**src/rtl/phj_pkg.sv**
```systemverilog
package phj_pkg;
  typedef enum logic [1:0] {
    ST_IDLE    = 2'd0,
    ST_CORRECT = 2'd1,
    ST_VERIFY  = 2'd2
  } phj_state_e;
endpackage

```
**src/rtl/phj_mag_cmp.sv**
```systemverilog
// Signed magnitude versus unsigned threshold; zero threshold never exceeds.
module phj_mag_cmp #(
  parameter int W = 24
) (
  input  logic signed [W-1:0] val,
  input  logic [W-2:0]        thr,
  output logic                over
);
  localparam int MW = W + 1;
  logic [MW-1:0] ext;
  logic [MW-1:0] mag;

  always_comb begin
    ext  = {val[W-1], val};
    mag  = val[W-1] ? (~ext + 1'b1) : ext;
    over = (thr != '0) && (mag > {2'b00, thr});
  end
endmodule

```
**src/rtl/phj_arith.sv**
```systemverilog
// Applies an optional threshold step to the offset, corrects the sample,
// and forms the difference to the reference.
module phj_arith #(
  parameter int W = 24
) (
  input  logic signed [W-1:0] sample,
  input  logic signed [W-1:0] offset_cur,
  input  logic signed [W-1:0] ref_ph,
  input  logic [W-2:0]        thr,
  input  logic                step_en,
  input  logic                step_neg,
  output logic signed [W-1:0] offset_nx,
  output logic signed [W-1:0] corr,
  output logic signed [W-1:0] diff
);
  logic signed [W-1:0] step;

  always_comb begin
    step = $signed({1'b0, thr});
    if (!step_en)
      offset_nx = offset_cur;
    else if (step_neg)
      offset_nx = offset_cur - step;
    else
      offset_nx = offset_cur + step;
    corr = sample - offset_nx;
    diff = corr - ref_ph;
  end
endmodule

```
**src/rtl/phj_ctrl.sv**
```systemverilog
module phj_ctrl
  import phj_pkg::*;
#(
  parameter int W = 24
) (
  input  logic                clk,
  input  logic                rst_n,
  input  logic                in_fire,
  input  logic [W-2:0]        thr,
  input  logic                over_now,
  input  logic                over_res,
  input  logic signed [W-1:0] diff,
  input  logic signed [W-1:0] corr,
  input  logic signed [W-1:0] offset_nx,
  output phj_state_e          state_q,
  output logic signed [W-1:0] offset_q,
  output logic signed [W-1:0] ref_q,
  output logic signed [W-1:0] residual_q,
  output logic                step_neg_q,
  output logic                flag_q,
  output logic                done_q
);
  logic                have_ref_q;
  logic signed [W-1:0] last_q;

  always_ff @(posedge clk) begin
    if (!rst_n) begin
      state_q    <= ST_IDLE;
      offset_q   <= '0;
      ref_q      <= '0;
      residual_q <= '0;
      last_q     <= '0;
      step_neg_q <= 1'b0;
      have_ref_q <= 1'b0;
      flag_q     <= 1'b0;
      done_q     <= 1'b0;
    end else begin
      done_q <= 1'b0;
      unique case (state_q)
        ST_IDLE: if (in_fire) begin
          if (!have_ref_q) begin
            ref_q      <= corr;
            have_ref_q <= 1'b1;
          end else if (over_now) begin
            state_q    <= ST_CORRECT;
            flag_q     <= 1'b1;
            step_neg_q <= diff[W-1];
          end else begin
            ref_q <= corr;
          end
        end
        ST_CORRECT: if (in_fire) begin
          offset_q   <= offset_nx;
          residual_q <= diff;
          last_q     <= corr;
          state_q    <= ST_VERIFY;
        end
        ST_VERIFY: begin
          if (!over_res) begin
            done_q  <= 1'b1;
            flag_q  <= 1'b0;
            ref_q   <= last_q;
            state_q <= ST_IDLE;
          end else begin
            step_neg_q <= residual_q[W-1];
            state_q    <= ST_CORRECT;
          end
        end
        default: state_q <= ST_IDLE;
      endcase
    end
  end

  // done is a single-clock pulse
  a_r8_done_single: assert property (@(posedge clk) disable iff (!rst_n)
    done_q |=> !done_q);
  // flag falls in the clock where done rises
  a_r8_done_drops_flag: assert property (@(posedge clk) disable iff (!rst_n)
    done_q |-> $fell(flag_q));
  // offset only ever moves by one threshold
  a_r6_step_size: assert property (@(posedge clk) disable iff (!rst_n)
    !$stable(offset_q) |->
      ((offset_q - $past(offset_q)) == $signed({1'b0, $past(thr)})) ||
      (($past(offset_q) - offset_q) == $signed({1'b0, $past(thr)})));
  // while correcting, flag is held
  a_r7_flag_held: assert property (@(posedge clk) disable iff (!rst_n)
    (state_q == ST_CORRECT) |-> flag_q);
endmodule

```
**src/rtl/phj_out_stage.sv**
```systemverilog
module phj_out_stage #(
  parameter int W = 24
) (
  input  logic                clk,
  input  logic                rst_n,
  input  logic                load,
  input  logic signed [W-1:0] data_in,
  input  logic                out_ready,
  output logic                out_valid,
  output logic signed [W-1:0] out_data
);
  always_ff @(posedge clk) begin
    if (!rst_n) begin
      out_valid <= 1'b0;
      out_data  <= '0;
    end else if (load) begin
      out_valid <= 1'b1;
      out_data  <= data_in;
    end else if (out_ready) begin
      out_valid <= 1'b0;
    end
  end

  // stalled output stays valid and unchanged
  a_r3_hold: assert property (@(posedge clk) disable iff (!rst_n)
    (out_valid && !out_ready) |=> (out_valid && $stable(out_data)));
endmodule

```
**src/rtl/phase_jump_comp.sv**
```systemverilog
module phase_jump_comp
  import phj_pkg::*;
#(
  parameter int W = 24
) (
  input  logic                clk,
  input  logic                rst_n,
  input  logic                in_valid,
  output logic                in_ready,
  input  logic signed [W-1:0] in_phase,
  input  logic [W-2:0]        thr,
  output logic                out_valid,
  input  logic                out_ready,
  output logic signed [W-1:0] out_phase,
  output logic                jump_flag,
  output logic                jump_done,
  output logic signed [W-1:0] offset
);
  phj_state_e          state_q;
  logic signed [W-1:0] offset_q, ref_q, residual_q;
  logic signed [W-1:0] offset_nx, corr, diff;
  logic                step_neg_q, over_now, over_res, in_fire;

  assign in_ready = (state_q != ST_VERIFY) && (!out_valid || out_ready);
  assign in_fire  = in_valid && in_ready;

  phj_arith #(.W(W)) u_arith (
    .sample(in_phase), .offset_cur(offset_q), .ref_ph(ref_q), .thr(thr),
    .step_en(state_q == ST_CORRECT), .step_neg(step_neg_q),
    .offset_nx(offset_nx), .corr(corr), .diff(diff));

  phj_mag_cmp #(.W(W)) u_cmp_now (.val(diff), .thr(thr), .over(over_now));
  phj_mag_cmp #(.W(W)) u_cmp_res (.val(residual_q), .thr(thr), .over(over_res));

  phj_ctrl #(.W(W)) u_ctrl (
    .clk(clk), .rst_n(rst_n), .in_fire(in_fire), .thr(thr),
    .over_now(over_now), .over_res(over_res), .diff(diff), .corr(corr),
    .offset_nx(offset_nx), .state_q(state_q), .offset_q(offset_q),
    .ref_q(ref_q), .residual_q(residual_q), .step_neg_q(step_neg_q),
    .flag_q(jump_flag), .done_q(jump_done));

  phj_out_stage #(.W(W)) u_out (
    .clk(clk), .rst_n(rst_n), .load(in_fire), .data_in(corr),
    .out_ready(out_ready), .out_valid(out_valid), .out_data(out_phase));

  assign offset = offset_q;

  // the flag only rises together with a fresh output sample
  a_r5_flag_with_sample: assert property (@(posedge clk) disable iff (!rst_n)
    $rose(jump_flag) |-> out_valid);
  // no sample accepted in the clock after a correcting sample
  a_r11_verify_stall: assert property (@(posedge clk) disable iff (!rst_n)
    (in_fire && state_q == ST_CORRECT) |=> !in_ready);
endmodule

```
**config.mk**
```make
export PLATFORM = sky130hd
export DESIGN_NAME = phase_jump_comp
export DESIGN_NICKNAME = d
export VERILOG_FILES = /design/src/rtl/phj_pkg.sv /design/src/rtl/phj_mag_cmp.sv /design/src/rtl/phj_arith.sv /design/src/rtl/phj_ctrl.sv /design/src/rtl/phj_out_stage.sv /design/src/rtl/phase_jump_comp.sv
export SDC_FILE = /design/constraint.sdc
export NUM_CORES = 1
export LEC_CHECK = 0
export CAP_MARGIN = 30
export CORE_ASPECT_RATIO = 0.9
export CORE_MARGIN = 3
export CORE_UTILIZATION = 35
export DETAILED_ROUTE_END_ITERATION = 16
export DONT_BUFFER_PORTS = 1
export GPL_ROUTABILITY_DRIVEN = 1
export GPL_TIMING_DRIVEN = 1
export HOLD_SLACK_MARGIN = 0.15
export PLACE_DENSITY = 0.5
export RECOVER_POWER = 50
export SYNTH_ARGS = -nofsm -noshare
export SYNTH_HDL_FRONTEND = slang
export SYNTH_SLANG_ARGS = --single-unit
export TNS_END_PERCENT = 30
```
**constraint.sdc**
```tcl
create_clock -name clk -period 13.5 [get_ports clk]
set_clock_uncertainty 0.1 [all_clocks]
set_input_delay 0.675 -clock clk [delete_from_list [all_inputs] [get_ports clk]]
set_output_delay 0.675 -clock clk [all_outputs]
set_load 0.005 [all_outputs]
```
==> results.py, run 1 <==
metrics = {
    "timing": {
        "relSlewSlack_pct": -113,
        "timing.final.crit_share_pct": 88.5,
        "rsz0062_at_grt": "no",
        "tns_ns": 0,
        "maxSlewViolCount": 121,
        "post-route-min-period_ns": 11.95,
        "max_freq_mhz": 83.7,
        "worstMarginPinSlew_ns": 3.19,
        "finalSetupViolCount": 0,
        "hold_viol_final": 0,
    },
    "layout": {
        "fillers": 3365,
        "mostFrequentLayoutCells": "nand2_1, nor2_1, a21oi_1, dfxtp_1, ha_1",
        "areaGrowthSynthToFinish_pct": 7.98,
        "fin_util_pct": 38.8,
        "postLayoutCellArea_um2": 12500,
        "diodes": 0,
        "final_common_cell": "nand2_1",
        "drive_gt1_share_pct": 6.39,
        "fin_nets": 1657,
    },
    "yosys": {
        "synth_seq_cells": 127,
        "seq_area_frac_synth_pct": 21.9,
        "synth_cell_types": 95,
        "syn-num-nets": 1695,
        "yosysWarningCount": 0,
        "yosys.area_share.xor_xnor_pct": 10.0,
        "synth_compound_area_share_pct": 25.8,
        "synth_mux_area_share_pct": 2.09,
        "synth_ff_type": "dfxtp_1",
        "syn_area_per_cell_um2": 7.60,
        "yosys.area_share.simple_pct": 21.2,
        "yosys.area_share.adder_pct": 13.3,
        "synth_area_um2": 11600,
        "synth_edf_count": 0,
        "async_reset_ff_share_pct": 0,
        "netlist_instances": 1527,
        "synth_top_family_by_area": "compound AO/OA/AOI/OAI gates",
    },
    "outcome": {
        "violations": "capacitance limit, slew limit",
        "status": "complete, but fails checks",
    },
    "grt": {
        "grt_max_degree": 64,
        "grtUsageTotal_pct": 22.5,
        "antenna_found_initial": 0,
        "grt_pass1_vias": 9765,
        "grt_overflow": 0,
        "grt_pass1_wl_um": 60900,
    },
    "routing": {
        "remaining_drc_errors": 0,
        "ant_nets": 0,
        "routed_wl_um": 39700,
        "drt-initial-drc-count": 847,
        "wl_per_cell_um": 20.7,
        "dr_total_vias": 10800,
        "first_pass_iters": 5,
        "vias_per_cell": 5.64,
    },
    "pwr": {
        "seq_power_share_pct": 12.0,
        "p_switching_uw": 2190,
        "switching_share_pct": 52.8,
        "combPwrFrac_pct": 76.5,
        "intPower_uw": 1960,
        "peakVddDrop_uv": 157,
        "power_density_nw_per_um2": 331,
        "total_power_uw": 4150,
        "pwr-share-clk_pct": 11.5,
        "leakagePower_uw": 0.00507,
    },
    "placed_design": {
        "place_congestion": 0.900,
        "dp_hpwl_um": 30600,
        "port_buffers": 0,
        "place_area_um2": 12000,
    },
    "clock_tree": {
        "cts_tree": "built",
        "clkTransAtPathRegs_ns": 0.07,
        "clock_latency_ns": 0.45,
        "cts_buffers": 17,
        "hold_buffers": 0,
        "clock_path_buffers": 2,
        "clkSinkCount": 127,
        "post_cts_resized": 0,
        "htreeDepth": 4,
        "cts_root_buffer": "clkbuf_16",
        "cts_setup_buffers": 0,
    },
    "hold_path": {
        "hold_path.class": "in -> reg",
        "whs_path_depth": 1,
        "hp-start": "rst_n",
    },
    "worst_setup_path": {
        "worstReg2RegStart": "u_ctrl.step_neg_q",
        "cp_data_arrival_time_ns": 12.15,
        "rr_worst_depth": 51,
        "cp.required_ns": 13.70,
        "cpPeakStageDelay_ns": 0.91,
        "end_kind": "flip-flop",
        "worstReg2RegEnd": "u_ctrl.ref_q[23]",
        "reg2reg_slack_ns": 1.55,
        "worst_path_max_delay_cell": "dfxtp_1",
        "endpoint": "u_ctrl.ref_q[23]",
        "critPathLaunchType": "flip-flop",
        "path_max_fanout": 24,
        "worstSetupStartpoint": "u_ctrl.step_neg_q",
        "path_class": "reg -> reg",
    },
    "floorplan": {
        "num_io_pins": 103,
        "core_area_um2": 32300,
        "initial_core_util_pct": 36.0,
        "die_y_um": 179,
        "die_area_um2": 35400,
        "fp.dieW_um": 198,
        "rows": 62,
    },
    "job": {
        "cap_violations": 2,
    },
}
## through the flow
stage          hold slack [ns]  cells  setup WS, ns
2_1_floorplan            0.337   1527          3.71
3_3_place_gp             0.345   1886          1.64
3_5_place_dp             0.353   1886          1.55
4_1_cts                  0.241   1918          1.69
5_1_grt                  0.237   1918         0.679
6_report                 0.262   1918          1.55
## cell families after synthesis
group           Yosys count
flops                   127
compound gates          435
simple gates            523
xor+xnor                129
mux                      24
buf+inv                 167
fa+ha+maj               122
## cells in the mapped netlist (5+ instances only)
cell type	number	area share [%]
nand2_1	185	6.0
nor2_1	148	4.8
a21oi_1	145	6.3
dfxtp_1	127	22
ha_1	114	12
xnor2_1	96	7.2
inv_1	91	2.9
o21ai_0	72	3.1
clkbuf_1	56	1.8
xor2_1	31	2.3
nor3_1	27	1.2
a21o_1	26	1.7
a211oi_1	25	1.6
nand3_1	25	1.1
nand2b_1	23	1.2
mux2i_1	22	1.9
nor2b_1	20	1.1
a31oi_1	16	0.86
nand4_1	16	0.86
o31ai_1	16	1.0
o211ai_1	14	0.91
o21a_1	14	0.91
and2_1	13	0.70
nor4_1	13	0.70
o211a_1	13	1.1
buf_2	12	0.52
and3_1	11	0.59
a21boi_0	10	0.65
o21bai_1	10	0.65
a41oi_1	9	0.68
or3_1	8	0.43
or2_2	7	0.38
o31ai_4	6	1.1
a311oi_1	5	0.38
o41ai_1	5	0.38
## sequential cells by signal, summed over array words and instances, names as in the netlist
register           count
u_ctrl.step_neg_q      1
u_ctrl.ref_q          24
u_ctrl.have_ref_q      1
u_ctrl.state_q         2
u_ctrl.last_q         24
u_ctrl.offset_q       24
u_ctrl.flag_q          1
u_out.out_valid        1
u_out.out_data        24
u_ctrl.residual_q     24
u_ctrl.done_q          1
## worst max-delay path, delay by kind of cell (launching register included)
family / cells / cell delay (ns)
and+or+nand+nor: 10 / 2.02
adders and majority gates: 4 / 1.32
muxes: 1 / 0.14
buffers and inverters: 4 / 0.85
xor gates and xnor gates: 5 / 1.91
AOI/OAI and AO/OA: 27 / 4.51
DFF: 1 / 0.91
## power groups by stage
stage	Combinational, uW	Sequential [uW]	Clock [uW]
2_1_floorplan	2410	478	0
3_3_place_gp	3130	507	0
3_5_place_dp	3120	507	0
4_1_cts	3140	499	485
5_1_grt	3540	507	503
6_report	3170	499	477
## metal layers
| metal | GRT usage (%) | vias up | part of all wire [%] |
|---|---|---|---|
| li1 | - | 5356 | - |
| met1 | 34.0 | 5096 | 51 |
| met4 | 4.75 | 0 | 1.4 |
| met3 | 4.49 | 40 | 6.6 |
| met2 | 32.8 | 324 | 41 |
| met5 | 0 | - | 0 |
## cell type report
type	count	area, um^2	share of cell area, %
inverters	91	343	2.74
well taps	416	520	4.15
clock buffers	18	439	3.51
flip-flops and latches	127	2540	20.3
repair buffers	19	128	1.02
multi-input cells	1233	8410	67.1
clock inverters	14	144	1.15
## how the worst min path moves through the flow
stage | endpoint | slack (ns)
after CTS | u_out.out_data[6] | 0.24
final | u_out.out_data[0] | 0.26
after global routing | u_out.out_data[13] | 0.24
after detailed placement | u_ctrl.last_q[7] | 0.35
after global placement | u_ctrl.last_q[7] | 0.34
after floorplan | u_ctrl.last_q[16] | 0.34
Note: power is estimated with default switching activity, not from simulation.
==> run 2: changes to the inputs <==
==> constraint.sdc (replaced) <==
create_clock -name clk -period 13.5 [get_ports clk]
set_clock_uncertainty 0.1 [all_clocks]
set_input_delay 0.675 -clock clk [delete_from_list [all_inputs] [get_ports clk]]
set_output_delay 0.675 -clock clk [all_outputs]
set_load 0.05 [all_outputs]
==> run 2 against run 1 <==
Effect of this change: the run still ends with capacitance limit, slew limit left; register-to-register slack gained 0.12 ns; flip-flop and latch count did not move; final cell count barely moved; critical endpoint is now u_ctrl.ref_q[7].
==> results.py, run 2 (synthesis results as in run 1) <==
metrics = {
    "timing": {
        "timing.final.crit_share_pct": 87.6,
        "tns_ns": 0,
        "hold_viol_final": 0,
        "max_freq_mhz": 84.5,
        "post-route-min-period_ns": 11.83,
        "holdWs_ns": 0.267,
        "worstMarginPinSlew_ns": 2.80,
        "maxSlewViolCount": 124,
        "finalSetupViolCount": 0,
        "rsz0062_at_grt": "no",
        "relSlewSlack_pct": -86.8,
        "layout_setup_ws_ns": 1.67,
    },
    "routing": {
        "drt-initial-drc-count": 817,
        "first_pass_iters": 7,
        "remaining_drc_errors": 0,
        "dr_total_vias": 10800,
        "wl_per_cell_um": 20.6,
        "routed_wl_um": 39500,
        "vias_per_cell": 5.64,
        "ant_nets": 0,
    },
    "clock_tree": {
        "cts_root_buffer": "clkbuf_16",
        "hold_buffers": 0,
        "cts_setup_buffers": 0,
        "cts_buffers": 17,
        "clkTransAtPathRegs_ns": 0.06,
        "clock_path_buffers": 2,
        "post_cts_resized": 0,
        "clock_latency_ns": 0.44,
        "cts_tree": "built",
        "htreeDepth": 4,
        "clkSinkCount": 127,
    },
    "floorplan": {
        "core_area_um2": 32300,
        "die_y_um": 179,
        "rows": 62,
        "initial_core_util_pct": 36.0,
        "die_area_um2": 35400,
        "num_io_pins": 103,
        "fp.dieW_um": 198,
    },
    "layout": {
        "areaGrowthSynthToFinish_pct": 7.90,
        "register_area_um2": 2540,
        "final_common_cell": "nand2_1",
        "mostFrequentLayoutCells": "nand2_1, nor2_1, a21oi_1, dfxtp_1, ha_1",
        "fillers": 3438,
        "fin_nets": 1656,
        "diodes": 0,
        "multi_input_area_um2": 8400,
        "drive_gt1_share_pct": 6.13,
    },
    "grt": {
        "antenna_found_initial": 0,
        "grt_pass1_wl_um": 59900,
        "grt_max_degree": 70,
        "grt_pass1_vias": 9857,
        "grtUsageTotal_pct": 22.1,
        "grt_overflow": 0,
    },
    "worst_setup_path": {
        "cpPeakStageDelay_ns": 0.91,
        "worst_path_max_delay_cell": "dfxtp_1",
        "end_kind": "flip-flop",
        "path_max_fanout": 24,
        "critPathLaunchType": "flip-flop",
        "critPathTopFamily": "compound AO/OA/AOI/OAI gates",
        "critPathMostFrequentCell": "a21oi_1",
        "path_class": "reg -> reg",
        "cp_data_arrival_time_ns": 12.00,
        "cp.required_ns": 13.67,
        "path_buf_inv": 5,
    },
    "placed_design": {
        "dp_hpwl_um": 30700,
        "port_buffers": 0,
        "place_congestion": 0.918,
        "pre_cts_slack_ns": 1.55,
    },
    "outcome": {
        "violations": "capacitance limit, slew limit",
        "status": "complete, but fails checks",
    },
    "job": {
        "cap_violations": 3,
    },
    "hold_path": {
        "hold_path.class": "in -> reg",
    },
}
==> run 2: per-stage QoR <==
stage	util, %	cells	instance area [um^2]
3_3_place_gp	37.0	1885	12000
6_report	38.8	1917	12500
5_1_grt	38.8	1917	12500
2_1_floorplan	-	1527	11600
4_1_cts	38.9	1917	12500
3_5_place_dp	37.0	1885	12000
==> run 2: final timing paths <==
path,cells after the start,start,endpoint,slack (ns)
min reg2reg,2,u_ctrl.last_q[7],u_ctrl.last_q[7],0.35
min,1,rst_n,u_out.out_data[0],0.27
max,51,u_ctrl.step_neg_q,u_ctrl.ref_q[7],1.67
max reg2reg,51,u_ctrl.step_neg_q,u_ctrl.ref_q[7],1.67
==> run 2: worst register-to-register path: cells and delay by family, from the launching register on <==
family | cells | cell delay (ns)
AO/OA/AOI/OAI | 26 | 4.53
XOR/XNOR | 4 | 1.51
adder cells (fa/ha/maj) | 4 | 1.23
buffers and inverters | 5 | 0.96
flip-flops | 1 | 0.91
multiplexers | 2 | 0.62
AND/OR/NAND/NOR | 10 | 1.81
==> run 2: final cells by class <==
type | count | area share, %
clock buffers | 19 | 3.46
clock inverters | 13 | 1.25
inverters | 91 | 2.74
multi-input cells | 1233 | 67.1
flip-flops and latches | 127 | 20.3
well taps | 416 | 4.16
repair buffers | 18 | 0.959
==> run 2: layer usage <==
layer | global-route usage (%) | share of wire (%) | vias up
met1 | 31.9 | 48 | 5047
met3 | 6.91 | 9.1 | 47
li1 | - | - | 5341
met2 | 31.8 | 41 | 379
met5 | 0 | 0 | -
met4 | 5.90 | 2.0 | 0
Power of run 2 is not shown: default switching activity piles up to over one toggle a cycle in this logic, so the estimate is an artifact.
